--- config.mk ---
export PLATFORM = sky130hd
export DESIGN_NAME = sysctl_unit
export DESIGN_NICKNAME = d
export VERILOG_FILES = /design/src/rtl/sysctl_pkg.sv /design/src/rtl/sysctl_clkcfg.sv /design/src/rtl/sysctl_irq.sv /design/src/rtl/sysctl_gate.sv /design/src/rtl/sysctl_unit.sv
export SDC_FILE = /design/constraint.sdc
export NUM_CORES = 1
export LEC_CHECK = 0
export BUFFER_PORTS_ARGS = -buffer_cell sky130_fd_sc_hd__buf_2
export CORE_MARGIN = 3
export CORE_UTILIZATION = 30
export DETAILED_ROUTE_END_ITERATION = 8
export PLACE_DENSITY = 0.46
export SLEW_MARGIN = 20
export SYNTH_ARGS = -nofsm -noshare
export SYNTH_HDL_FRONTEND = slang
export SYNTH_SLANG_ARGS = --single-unit
--- constraint.sdc ---
create_clock -name clk -period 6.2 [get_ports clk]
set_clock_uncertainty 0.1 [all_clocks]
set_input_delay 0.62 -clock clk [delete_from_list [all_inputs] [get_ports clk]]
set_output_delay 0.62 -clock clk [all_outputs]
set_load 0.05 [all_outputs]
--- src/rtl/sysctl_pkg.sv ---
package sysctl_pkg;
  localparam int unsigned DATA_W   = 32;
  localparam int unsigned ID_COUNT = 7;
  localparam int unsigned A_BOR    = 7;
  localparam int unsigned A_LDO    = 8;
  localparam int unsigned A_RSTC   = 9;
  localparam int unsigned A_CFG    = 10;
  localparam int unsigned A_CFG2   = 11;
  localparam int unsigned A_PLL    = 12;
  localparam int unsigned A_RAW    = 13;
  localparam int unsigned A_MASK   = 14;
  localparam int unsigned A_MSTAT  = 15;
  localparam int unsigned A_GATE   = 16;

  // PLL configuration word for a crystal index, per device class
  function automatic logic [15:0] pll_word(input logic is_new, input logic [3:0] idx);
    if (is_new) pll_word = 16'hC300 + 16'({idx, 1'b0}) + 16'(idx);
    else        pll_word = 16'h5A00 + 16'(idx);
  endfunction
endpackage

--- src/rtl/sysctl_clkcfg.sv ---
module sysctl_clkcfg #(
  parameter bit              NEW_CLASS      = 1'b1,
  parameter logic [31:0]     CFG_RESET_VAL  = 32'h078E_3AC0,
  parameter logic [31:0]     CFG2_RESET_VAL = 32'h0780_2810,
  parameter int unsigned     SCALE_W        = 9,
  parameter int unsigned     PD_BIT         = 13
) (
  input  logic               clk,
  input  logic               rst,
  input  logic               wr_cfg,
  input  logic               wr_cfg2,
  input  logic [31:0]        wdata,
  output logic [31:0]        cfg_q,
  output logic [31:0]        cfg2_q,
  output logic               lock_set,
  output logic [SCALE_W-1:0] scale
);
  logic cfg2_drop;

  always_ff @(posedge clk) begin
    if (rst)         cfg_q <= CFG_RESET_VAL;
    else if (wr_cfg) cfg_q <= wdata;
  end

  generate
    if (NEW_CLASS) begin : g_ext
      always_ff @(posedge clk) begin
        if (rst)          cfg2_q <= CFG2_RESET_VAL;
        else if (wr_cfg2) cfg2_q <= wdata;
      end
      assign cfg2_drop = wr_cfg2 & cfg2_q[PD_BIT] & ~wdata[PD_BIT];
    end else begin : g_noext
      assign cfg2_q    = '0;
      assign cfg2_drop = 1'b0;
    end
  endgenerate

  assign lock_set = (wr_cfg & cfg_q[PD_BIT] & ~wdata[PD_BIT]) | cfg2_drop;

  logic [5:0]         div_field;
  logic [SCALE_W-1:0] div_plus;
  always_comb begin
    div_field = cfg2_q[31] ? cfg2_q[28:23] : {2'b00, cfg_q[26:23]};
    div_plus  = SCALE_W'(div_field) + SCALE_W'(1);
    scale     = (div_plus << 2) + div_plus;
  end

  // scale stays a multiple of five within the field's range
  a_r3_scale_range: assert property (@(posedge clk) disable iff (rst)
    (scale >= SCALE_W'(5)) && (scale <= SCALE_W'(320)) && ((scale % SCALE_W'(5)) == '0));
endmodule

--- src/rtl/sysctl_irq.sv ---
module sysctl_irq #(
  parameter int unsigned IRQ_W    = 7,
  parameter int unsigned LOCK_BIT = 6
) (
  input  logic             clk,
  input  logic             rst,
  input  logic             set_lock,
  input  logic             wr_mask,
  input  logic             wr_clr,
  input  logic [IRQ_W-1:0] wbits,
  output logic [IRQ_W-1:0] raw_q,
  output logic [IRQ_W-1:0] mask_q,
  output logic             irq
);
  logic [IRQ_W-1:0] clr_bits;
  logic [IRQ_W-1:0] set_bits;

  assign clr_bits = wr_clr ? wbits : '0;
  assign set_bits = set_lock ? (IRQ_W'(1) << LOCK_BIT) : '0;

  always_ff @(posedge clk) begin
    if (rst) begin
      raw_q  <= '0;
      mask_q <= '0;
    end else begin
      raw_q <= (raw_q & ~clr_bits) | set_bits;
      if (wr_mask) mask_q <= wbits;
    end
  end

  assign irq = |(raw_q & mask_q);

  // a lock event is visible in the raw status the next cycle
  a_r4_lock_posts: assert property (@(posedge clk) disable iff (rst)
    set_lock |=> raw_q[LOCK_BIT]);
  // bits written as one to the clear word are gone afterwards
  a_r6_clear_ones: assert property (@(posedge clk) disable iff (rst)
    (wr_clr && !set_lock) |=> ((raw_q & $past(wbits)) == '0));
  // a zero mask keeps the output low
  a_r5_mask_gates: assert property (@(posedge clk) disable iff (rst)
    (mask_q == '0) |-> !irq);
endmodule

--- src/rtl/sysctl_gate.sv ---
module sysctl_gate #(
  parameter int unsigned GATE_N = 9,
  parameter int unsigned IDX_W  = 4
) (
  input  logic             clk,
  input  logic             rst,
  input  logic             wr_en,
  input  logic [IDX_W-1:0] widx,
  input  logic [31:0]      wdata,
  output logic [31:0]      gate_q [GATE_N]
);
  generate
    for (genvar g = 0; g < GATE_N; g++) begin : g_word
      always_ff @(posedge clk) begin
        if (rst)                              gate_q[g] <= '0;
        else if (wr_en && widx == IDX_W'(g))  gate_q[g] <= wdata;
      end
    end
  endgenerate
endmodule

--- src/rtl/sysctl_unit.sv ---
module sysctl_unit
  import sysctl_pkg::*;
#(
  parameter bit                         NEW_CLASS      = 1'b1,
  parameter int unsigned                ADDR_W         = 5,
  parameter int unsigned                SCALE_W        = 9,
  parameter int unsigned                IRQ_W          = 7,
  parameter int unsigned                LOCK_BIT       = 6,
  parameter int unsigned                PD_BIT         = 13,
  parameter int unsigned                BOR_W          = 16,
  parameter int unsigned                LDO_W          = 5,
  parameter int unsigned                RSTC_W         = 6,
  parameter int unsigned                GATE_SETS      = 3,
  parameter int unsigned                GATE_PER_SET   = 3,
  parameter logic [31:0]                CFG_RESET_VAL  = 32'h078E_3AC0,
  parameter logic [31:0]                CFG2_RESET_VAL = 32'h0780_2810,
  parameter logic [ID_COUNT*32-1:0]     ID_WORDS       = {32'h0000_0107, 32'h0000_0F3F,
                                                          32'h0107_1013, 32'h0000_30C1,
                                                          32'h001F_001F, 32'h1002_2C11,
                                                          32'h1001_0000}
) (
  input  logic               clk,
  input  logic               rst,
  input  logic               wr_en,
  input  logic [ADDR_W-1:0]  addr,
  input  logic [31:0]        wdata,
  output logic [31:0]        rdata,
  output logic               irq,
  output logic [SCALE_W-1:0] clk_scale
);
  localparam int unsigned GATE_N = GATE_SETS * GATE_PER_SET;
  localparam int unsigned IDX_W  = $clog2(GATE_N + 1);

  logic [31:0] addr_u;
  assign addr_u = 32'(addr);

  logic wr_bor, wr_ldo, wr_rstc, wr_cfg, wr_cfg2, wr_mask, wr_mstat, in_gate;
  assign wr_bor   = wr_en && addr_u == A_BOR;
  assign wr_ldo   = wr_en && addr_u == A_LDO;
  assign wr_rstc  = wr_en && addr_u == A_RSTC;
  assign wr_cfg   = wr_en && addr_u == A_CFG;
  assign wr_cfg2  = wr_en && addr_u == A_CFG2;
  assign wr_mask  = wr_en && addr_u == A_MASK;
  assign wr_mstat = wr_en && addr_u == A_MSTAT;
  assign in_gate  = addr_u >= A_GATE && addr_u < A_GATE + GATE_N;

  logic [IDX_W-1:0] gate_idx;
  assign gate_idx = IDX_W'(addr_u - A_GATE);

  logic [BOR_W-1:0]  bor_q;
  logic [LDO_W-1:0]  ldo_q;
  logic [RSTC_W-1:0] rstc_q;

  always_ff @(posedge clk) begin
    if (rst) begin
      bor_q  <= '0;
      ldo_q  <= '0;
      rstc_q <= '0;
    end else begin
      if (wr_bor)  bor_q  <= wdata[BOR_W-1:0];
      if (wr_ldo)  ldo_q  <= wdata[LDO_W-1:0];
      if (wr_rstc) rstc_q <= wdata[RSTC_W-1:0];
    end
  end

  logic [31:0] cfg_q, cfg2_q;
  logic        lock_set;

  sysctl_clkcfg #(
    .NEW_CLASS(NEW_CLASS), .CFG_RESET_VAL(CFG_RESET_VAL),
    .CFG2_RESET_VAL(CFG2_RESET_VAL), .SCALE_W(SCALE_W), .PD_BIT(PD_BIT)
  ) u_clkcfg (
    .clk(clk), .rst(rst), .wr_cfg(wr_cfg), .wr_cfg2(wr_cfg2), .wdata(wdata),
    .cfg_q(cfg_q), .cfg2_q(cfg2_q), .lock_set(lock_set), .scale(clk_scale)
  );

  logic [IRQ_W-1:0] raw_q, mask_q;

  sysctl_irq #(.IRQ_W(IRQ_W), .LOCK_BIT(LOCK_BIT)) u_irq (
    .clk(clk), .rst(rst), .set_lock(lock_set), .wr_mask(wr_mask), .wr_clr(wr_mstat),
    .wbits(wdata[IRQ_W-1:0]), .raw_q(raw_q), .mask_q(mask_q), .irq(irq)
  );

  logic [31:0] gate_q [GATE_N];

  sysctl_gate #(.GATE_N(GATE_N), .IDX_W(IDX_W)) u_gate (
    .clk(clk), .rst(rst), .wr_en(wr_en && in_gate), .widx(gate_idx),
    .wdata(wdata), .gate_q(gate_q)
  );

  logic [31:0] rd_next;
  logic        unmapped;

  always_comb begin
    rd_next  = '0;
    unmapped = 1'b0;
    case (addr_u)
      A_BOR:   rd_next = 32'(bor_q);
      A_LDO:   rd_next = 32'(ldo_q);
      A_RSTC:  rd_next = 32'(rstc_q);
      A_CFG:   rd_next = cfg_q;
      A_CFG2:  rd_next = cfg2_q;
      A_PLL:   rd_next = 32'(pll_word(NEW_CLASS, cfg_q[9:6]));
      A_RAW:   rd_next = 32'(raw_q);
      A_MASK:  rd_next = 32'(mask_q);
      A_MSTAT: rd_next = 32'(raw_q & mask_q);
      default: begin
        if (in_gate)                rd_next = gate_q[gate_idx];
        else if (addr_u < ID_COUNT) rd_next = ID_WORDS[addr_u*32 +: 32];
        else                        unmapped = 1'b1;
      end
    endcase
  end

  always_ff @(posedge clk) begin
    if (rst) rdata <= '0;
    else     rdata <= rd_next;
  end

  // an unmapped address returns zero on the following cycle
  a_r12_unmapped_zero: assert property (@(posedge clk) disable iff (rst)
    unmapped |=> (rdata == '0));

  generate
    if (!NEW_CLASS) begin : g_old_chk
      // an extended-word write in the older class leaves the scale alone
      a_r9_ext_ignored: assert property (@(posedge clk) disable iff (rst)
        (wr_cfg2 && !wr_cfg) |=> $stable(clk_scale));
    end
  endgenerate
endmodule

# Yosys cells after proc, flatten, opt, wreduce, memory -nomap -nowiden
# Index checks and enable logic that the tools add are counted.
# op_classes
n_addsub,5
order_cmp,4
n_eq_ne,17
shifts,1
muxes,9
n_bitwise,12
n_reduce_logical,20
# op_table
operator,n
$pmux 32 s9,1
$shiftx 224x11->32 const A,1
$bmux 32 s4,1
$mux 32,4
$eq 5x4->1 const B,8
$and 7x7->7,3
$logic_and 1x1->1,18
$add 15x6->16 const A,1
$add 16x4->16,1
$eq 4x3->1 const B,4
$mux 7,2
$ge 5x5->1 const B,2
$add 9x9->9,1
$eq 4x2->1 const B,2
$add 6x1->7 const B,1
$not 7->7,1
$or 7x7->7,1
$reduce_or 7->1,1
$mux 6,1
$eq 5x3->1 const B,1
$lt 5x3->1 const B,1
$lt 5x5->1 const B,1
$not 4->5,1
$and 1x1->1,4
6 further kinds,6
# word_totals
regBits,425
in_bits,40
out_inout_bits,42
elab_cells,85

# Logic depth before layout (Yosys ltp)
# Gate-level depths: netlist of the first run.
# depth
depth_word,7
depth_mapped,12
mapped_depth_nobuf,11

# Modules after synthesis
# A second synthesis of the first run with hierarchy kept.
# hier_totals
cells_unflattened,1932
hier_area_um2,20066.7
# by_module_without_submodules
mod,instances,cells_each,area_each_um2,seq_area_each_um2
sysctl_gate,1,1007,11265.8,5765.5
sysctl_unit,1,610,5560.3,1181.1
sysctl_clkcfg,1,267,2736.4,1281.2
sysctl_irq,1,48,504.2,280.3

# Worst setup path before layout of the first run
# OpenSTA, ideal clock, no wires.
# synth_path
kind,reg2out
start,reg u_clkcfg.cfg2_q[31]
end,out clk_scale[6]
arrival_ps,4300
required_ps,5480
path_slack_ps,1180
stages_incl_launch_ff,12
path_buffers,1
cell_sequence,dfxtp_1 -> buf_2 -> mux2i_1 -> inv_1 -> ha_1 -> xor2_1 -> inv_1 -> ha_1 -> fa_1 -> maj3_2 -> a21o_1 -> xnor2_1
# synth_via
elab_chain_cells,3
# synth_lines
item,line_no,text
from (decl),sysctl_clkcfg.sv:14,"output logic [31:0] cfg2_q,"
from (signal assigned),sysctl_clkcfg.sv:29,else if (wr_cfg2) cfg2_q <= wdata;
$mux 6,sysctl_clkcfg.sv:43,"div_field = cfg2_q[31] ? cfg2_q[28:23] : {2'b00, cfg_q[26:23]};"
$add 6x1->7,sysctl_clkcfg.sv:44,div_plus = SCALE_W'(div_field) + SCALE_W'(1);
$add 9x9->9,sysctl_clkcfg.sv:45,scale = (div_plus << 2) + div_plus;
to (decl),sysctl_unit.sv:29,output logic [SCALE_W-1:0] clk_scale
# No other way between the ends.

# Final worst setup path of the first run
# layout_path
start,reg u_clkcfg.cfg2_q[31]
end,out clk_scale[8]
# The elaborated chain is that of the path after synthesis.

==> results.yml, run 1 <==
timing:
  grt_setup_unrepaired: "no"
  setup-violations-final: 0
  fmax_mhz: 210
  period_needed_ps: 4760
  hold_violations: 0
  report.final.slew_viol_count: 0
  totalNegativeSetupSlack_ps: 0
  slew_worst_pin_ps: 1100
  slew_headroom: 0.264
  fin_crit_sh: 0.768
grt:
  pin_count_of_the_biggest_net_entering_global_routing: 175
  initial_antenna_violation_count: 6
  met1_usage: 0.265
  globalRoute.busiestLayer: "met2"
  groute.layer.met3.usage: 0.0361
  overflow: 0
  grt_first_pass_wirelength_mm: 98.0
  grt.met2_usage: 0.324
  first_global_vias: 15800
  grt_util_all_layers: 0.197
placement:
  io_buffers: 81
  gp_congestion: 0.772
  dpl_cell_area_um2: 19500
  place_hpwl_mm: 38.6
die:
  top_level_ports: 82
  die-height_um: 255
  core_region_area_um2: 60900
  fp.dieW_um: 255
  fp.dieArea_um2: 65200
  initial_utilization: 0.306
  placement_rows: 90
finish:
  layout-drive-gt1-share: 0.120
  final_net_count: 2305
  layout.core_utilization: 0.346
  design_area_um2: 21100
  syn_to_final_growth_pct: 13.0
  fillCellCount: 6293
clocking:
  clk-insertion-delay-late_ps: 590
  cts-root-to-sink-buffers: 3
  cts.repair_timing.setup_buffer_count: 0
  worst_setup_hold_path_clk_slew_ps: 60
  cts_hold_buf: 0
  htreeDepth: 2
  post_cts.resized_instances: 0
  ctsRootBufferMaster: "clkbuf_16"
  tritoncts_clock_tree: "yes"
  cts_inserted_buffers: 47
  clock_sinks: 425
routing:
  ant_nets: 0
  detail_route.vias_per_cell: 5.19
  wire_per_inst_um: 20.8
  violation_count_after_the_first_detailed_route_iteration: 1188
  totalWireLength_mm: 64.8
  drc: 0
  dr.pass1.iters: 6
  detailroute.via_count: 16200
critical_path:
  setup.reg_to_reg.worst_slack_ps: 3950
  path_delay_family: "adder cells"
  critical_path_peak_fanout: 15
  worst_setup_path_start_kind: "register"
  path_cells: "mux2i_1 -> inv_1 -> ha_1 -> xor2_1 -> inv_1 -> ha_1 -> fa_1 -> maj3_2 -> a21o_1 -> a32o_1 -> buf_2"
  worst-path-buf-inv: 3
  critPathMaxStageDelay_ps: 620
  cp.required_ps: 5480
  worstSetupPathType: "register to output port"
  cp_slowest_cell: "dfxtp_1"
  crit_path_end_kind: "output port"
  cp_data_arrival_time_ps: 4040
status:
  status: "finished, final reports clean"
synth:
  yosys.area_share.xor_xnor: 0.00470
  synthArstFlopShare: 0
  synth_top_family_by_area: "simple AND/OR/NAND/NOR gates"
  yosys_warnings: 0
  post_synth_fa_ha_maj_area_fraction: 0.00812
  synth_simple_gate_area_frac: 0.220
  register_bit_count_reported_by_yosys: 425
  yosysUniqueCellTypes: 65
  synth_ff_type: "dfxtp_1"
  synthesis.area_um2: 18600
  seq_area_frac_synth: 0.456
  syn_avg_cell_area_um2: 8.09
  synth_compound_area_frac: 0.158
  postSynthNetCount: 2355
  muxShareOfSynthArea: 0.0964
  synth-edff-count: 0
  synthesis.instances: 2305
power:
  power_per_cell_area_nw_per_um2: 289
  total_leakage_power_nw: 7.19
  vdd.ir_drop.worst_mv: 0.172
hold_path:
  worst_hold_path_type: "input pin to register"
run:
  cap_viol_max_count: 0
-- cell usage after synthesis (all sizes together) (17+ instances only) --
library cell,instances,area share
a21oi,401,0.11
a221oi,22,0.010
buf,91,0.029
clkbuf,125,0.025
dfxtp,425,0.46
mux2i,27,0.014
mux4,64,0.078
nand2,831,0.17
nand3,36,0.0097
nand3b,20,0.0081
nor2,54,0.011
nor3,17,0.0056
o21ai,25,0.0067
-- layout make-up --
type                    instances  area (um^2)  share of cell area
clock inverters                10          165             0.00784
clock buffers                  75         1430              0.0680
diodes                          3         7.51            0.000356
inverters                      14         52.6             0.00249
flip-flops and latches        425         8510               0.404
multi-input cells            1650         9140               0.434
repair buffers                117          732              0.0347
well taps                     828         1040              0.0492
-- worst reg2reg max path, delay by kind of cell, from the launching register on --
family          cells  cell delay (ps)
flops               1              410
compound gates      3              720
xor+xnor            1              170
buf+inv             1               60
fa+ha+maj           2              610
-- sequential cells by signal (all words and copies together) (netlist names), 6 cells and up --
signal and flops:
u_clkcfg.cfg2_q 32, rdata 32, rstc_q 6, u_irq.mask_q 7
u_clkcfg.cfg_q 32, u_gate.gate_q 288, u_irq.raw_q 7, bor_q 16
-- report_power, final --
| part | total [W] | internal, W | switching [W] |
|---|---|---|---|
| combinational | 0.000408 | 0.0000988 | 0.000309 |
| sequential | 0.00277 | 0.00276 | 0.0000124 |
| clock | 0.00291 | 0.00174 | 0.00116 |
-- cell families after synthesis --
kind of cell / Yosys count
multiplexers: 97
XOR/XNOR: 10
adder cells (fa/ha/maj): 11
flip-flops: 425
AND/OR/NAND/NOR: 1008
AO/OA/AOI/OAI: 524
buffers and inverters: 230
-- through the flow --
step	total power, W	instances	setup slack (ps)	hold slack (ps)
after floorplan	0.00310	2305	1180	327
after global placement	0.00324	3034	2110	334
after detailed placement	0.00324	3034	2000	342
after CTS	0.00616	3119	1360	239
after global routing	0.00628	3120	1140	281
final	0.00609	3122	1440	278
-- worst paths after layout --
| path | cells past startpoint | from | end |
|---|---|---|---|
| setup / recovery | 11 | u_clkcfg.cfg2_q[31]$_SDFFE_PP0N_ | clk_scale[8] |
| hold / removal | 3 | wdata[28] | u_gate.gate_q[92]$_SDFFE_PP0P_ |
| setup reg to reg | 7 | u_clkcfg.cfg_q[7]$_SDFFE_PP1N_ | rdata[3]$_SDFF_PP0_ |
| hold reg to reg | 2 | u_gate.gate_q[16]$_SDFFE_PP0P_ | u_gate.gate_q[16]$_SDFFE_PP0P_ |
-- cell usage in the layout, fill, tap and decap left out, types with 4 or more instances in the layout --
master     synthesis  final
nand2_1          831    830
dfxtp_1          425    425
a21oi_1          401    401
buf_2             71     78
mux4_2            59     59
nor2_1            51     49
clkbuf_16          0     48
buf_4              8     34
nand3_1           36     33
mux2i_1           27     27
o21ai_0           24     24
a221oi_1          22     22
nand3b_1          20     20
a31oi_1           14     14
clkbuf_1         125     14
clkbuf_8           0     13
nor3_1            13     12
a22oi_1           11     11
inv_1             11     10
nand2b_1          10     10
a222oi_1          10     10
and3_1             9      9
nor2b_1            8      8
ha_1               8      8
xnor2_1            7      7
a211oi_1           7      7
mux2_2             6      6
nand4_1            6      6
a311oi_1           6      6
and2_1             4      5
mux4_1             5      5
nor4_1             4      4
a22o_1             4      4
a2111oi_0          4      4
nor3_4             0      4
bufinv_16          0      4
clkinv_2           0      4
-- per-layer routing --
metal	part of all wire	vias up
met5	0.00052	-
li1	-	7703
met2	0.47	466
met4	0.023	6
met3	0.058	103
met1	0.45	7917
Note: power is estimated with default switching activity, not from simulation.
==> run 2, diff against run 1 <==
==> constraint.sdc (replaced) <==
create_clock -name clk -period 4.7 [get_ports clk]
set_clock_uncertainty 0.1 [all_clocks]
set_input_delay 0.47 -clock clk [delete_from_list [all_inputs] [get_ports clk]]
set_output_delay 0.47 -clock clk [all_outputs]
set_load 0.05 [all_outputs]
==> run 2 against run 1 <==
  * Via count is 1.1% higher
  * Worst hold slack worse by 130 ps
  * Final cell count is 0.42% higher
  * Sequential cell count stayed put
  * Combinational power is 35% higher
  * Critical path depth is 1 lower
  * Worst setup slack worse by 1100 ps
  * Largest power group unchanged
  * Register-to-register slack worse by 1400 ps
  * Sequential power is 32% higher
  * Total power is 31% higher
  * Die area stayed put
  * Sequential share of layout area is 0.20 points lower
==> results.yml, run 2 (synthesis results as in run 1) <==
status:
  status: "finished, final reports clean"
clocking:
  worst_setup_hold_path_clk_slew_ps: 60
  cts_inserted_buffers: 47
  htreeDepth: 2
  cts.repair_timing.setup_buffer_count: 0
  clk-insertion-delay-late_ps: 580
  tritoncts_clock_tree: "yes"
  cts-root-to-sink-buffers: 3
  ctsRootBufferMaster: "clkbuf_16"
  clock_sinks: 425
routing:
  violation_count_after_the_first_detailed_route_iteration: 1381
  detailroute.via_count: 16400
  totalWireLength_mm: 65.9
  detail_route.vias_per_cell: 5.23
  wire_per_inst_um: 21.0
  ant_nets: 0
  dr.pass1.iters: 6
  drc: 0
timing:
  grt_setup_unrepaired: "no"
  slew_worst_pin_ps: 1090
  hold_violations: 0
  report.final.slew_viol_count: 0
  fmax_mhz: 229
  fin_crit_sh: 0.931
  period_needed_ps: 4380
  slew_headroom: 0.273
  post_route_hold_slack_ps: 149
  totalNegativeSetupSlack_ps: 0
  setup-violations-final: 0
critical_path:
  path_cells: "mux2_2 -> ha_1 -> xor2_2 -> inv_1 -> ha_1 -> fa_1 -> maj3_2 -> a21o_1 -> a32o_1 -> buf_2"
  critical_path_origin: "u_clkcfg.cfg2_q[31]$_SDFFE_PP0N_"
  critical-path-top-cell-by-count: "ha_1"
  crit_path_end_kind: "output port"
  cp_slowest_cell: "dfxtp_2"
  setup.reg_to_reg.worst_slack_ps: 2520
  cp_data_arrival_time_ps: 3810
  worst_setup_path_start_kind: "register"
  cp.required_ps: 4130
  critical_path.reg2reg.startpoint: "u_clkcfg.cfg_q[6]$_SDFFE_PP1N_"
  ff2ff_path_depth: 7
  critical_path_peak_fanout: 15
  critPathMaxStageDelay_ps: 500
  worstSetupPathType: "register to output port"
finish:
  syn_to_final_growth_pct: 13.6
  layout.cells.most_common: "nand2_1"
  most-common-layout-cells: "nand2_1, dfxtp_1, a21oi_1, buf_2, mux4_2"
  number_of_flip_flops_under_the_largest_register_name: 288
  layout-drive-gt1-share: 0.129
  regMostFlops: "u_gate.gate_q"
  final_net_count: 2320
  final_cell_count_no_fill: 3135
  layout.core_utilization: 0.348
grt:
  initial_antenna_violation_count: 3
  overflow: 0
  pin_count_of_the_biggest_net_entering_global_routing: 150
  grt_first_pass_wirelength_mm: 97.8
  first_global_vias: 15500
  grt_util_all_layers: 0.198
hold_path:
  min_from: "wdata[28]"
  hold-path-cell-count: 3
  worst_hold_path_type: "input pin to register"
placement:
  gp_congestion: 0.849
  place_hpwl_mm: 39.6
  io_buffers: 81
  place.detailed.instances: 3049
power:
  total_leakage_power_nw: 7.25
  power_per_cell_area_nw_per_um2: 377
  vdd.ir_drop.worst_mv: 0.219
die:
  die-height_um: 255
  top_level_ports: 82
  fp.dieArea_um2: 65200
  core_region_area_um2: 60900
  placement_rows: 90
  fp.dieW_um: 255
  initial_utilization: 0.306
run:
  cap_viol_max_count: 0
[run 2: changes by cell type in the layout (fill, tap and decap cells not counted), sizes merged]
cell / delta
buf: +15
bufinv: -1
clkbuf: -5
clkinv: +1
clkinvlp: +2
diode: +1
[run 2: cell type report]
class | instances | area (um^2)
Inverter | 14 | 52.6
Multi-Input combinational cell | 1650 | 9150
Antenna cell | 4 | 10.0
Tap cell | 828 | 1040
Timing Repair Buffer | 132 | 857
Sequential cell | 425 | 8510
Clock buffer | 70 | 1420
Clock inverter | 12 | 144
Fill cell | 6261 | 39700
[run 2: final timing paths]
check,end
min,u_gate.gate_q[188]$_SDFFE_PP0P_
max,clk_scale[8]
max reg2reg,rdata[3]$_SDFF_PP0_
min reg2reg,u_gate.gate_q[248]$_SDFFE_PP0P_
[run 2: power by group]
part | internal (W) | switching, W
registers | 0.00364 | 0.0000163
clock network | 0.00224 | 0.00153
logic | 0.000137 | 0.000414
[run 2: worst max-delay path, delay by kind of cell (launching register included)]
family / cells / cell delay [ps]
flops: 1 / 500
buf+inv: 2 / 310
xor+xnor: 1 / 260
mux: 1 / 390
fa+ha+maj: 4 / 1310
compound gates: 2 / 460
[run 2: stage by stage]
stage	worst slack, ps	area, um^2	total power [W]
6_report	325	21200	0.00798
5_1_grt	107	21200	0.00823
4_1_cts	29.3	21200	0.00807
3_5_place_dp	674	19600	0.00428
3_3_place_gp	765	19600	0.00428
2_1_floorplan	118	18600	0.00409
[run 2: repair_timing]
item,CTS,global route
hold buffers,0,0
setup endpoints to repair,0,2
gates resized for setup,0,2
[run 2: layer usage]
| layer | share of wire | global-route usage | vias up |
|---|---|---|---|
| met5 | 0 | 0 | - |
| met4 | 0.023 | 0.0622 | 0 |
| met3 | 0.073 | 0.0345 | 100 |
| met2 | 0.46 | 0.318 | 576 |
| met1 | 0.44 | 0.271 | 7959 |
| li1 | - | - | 7746 |
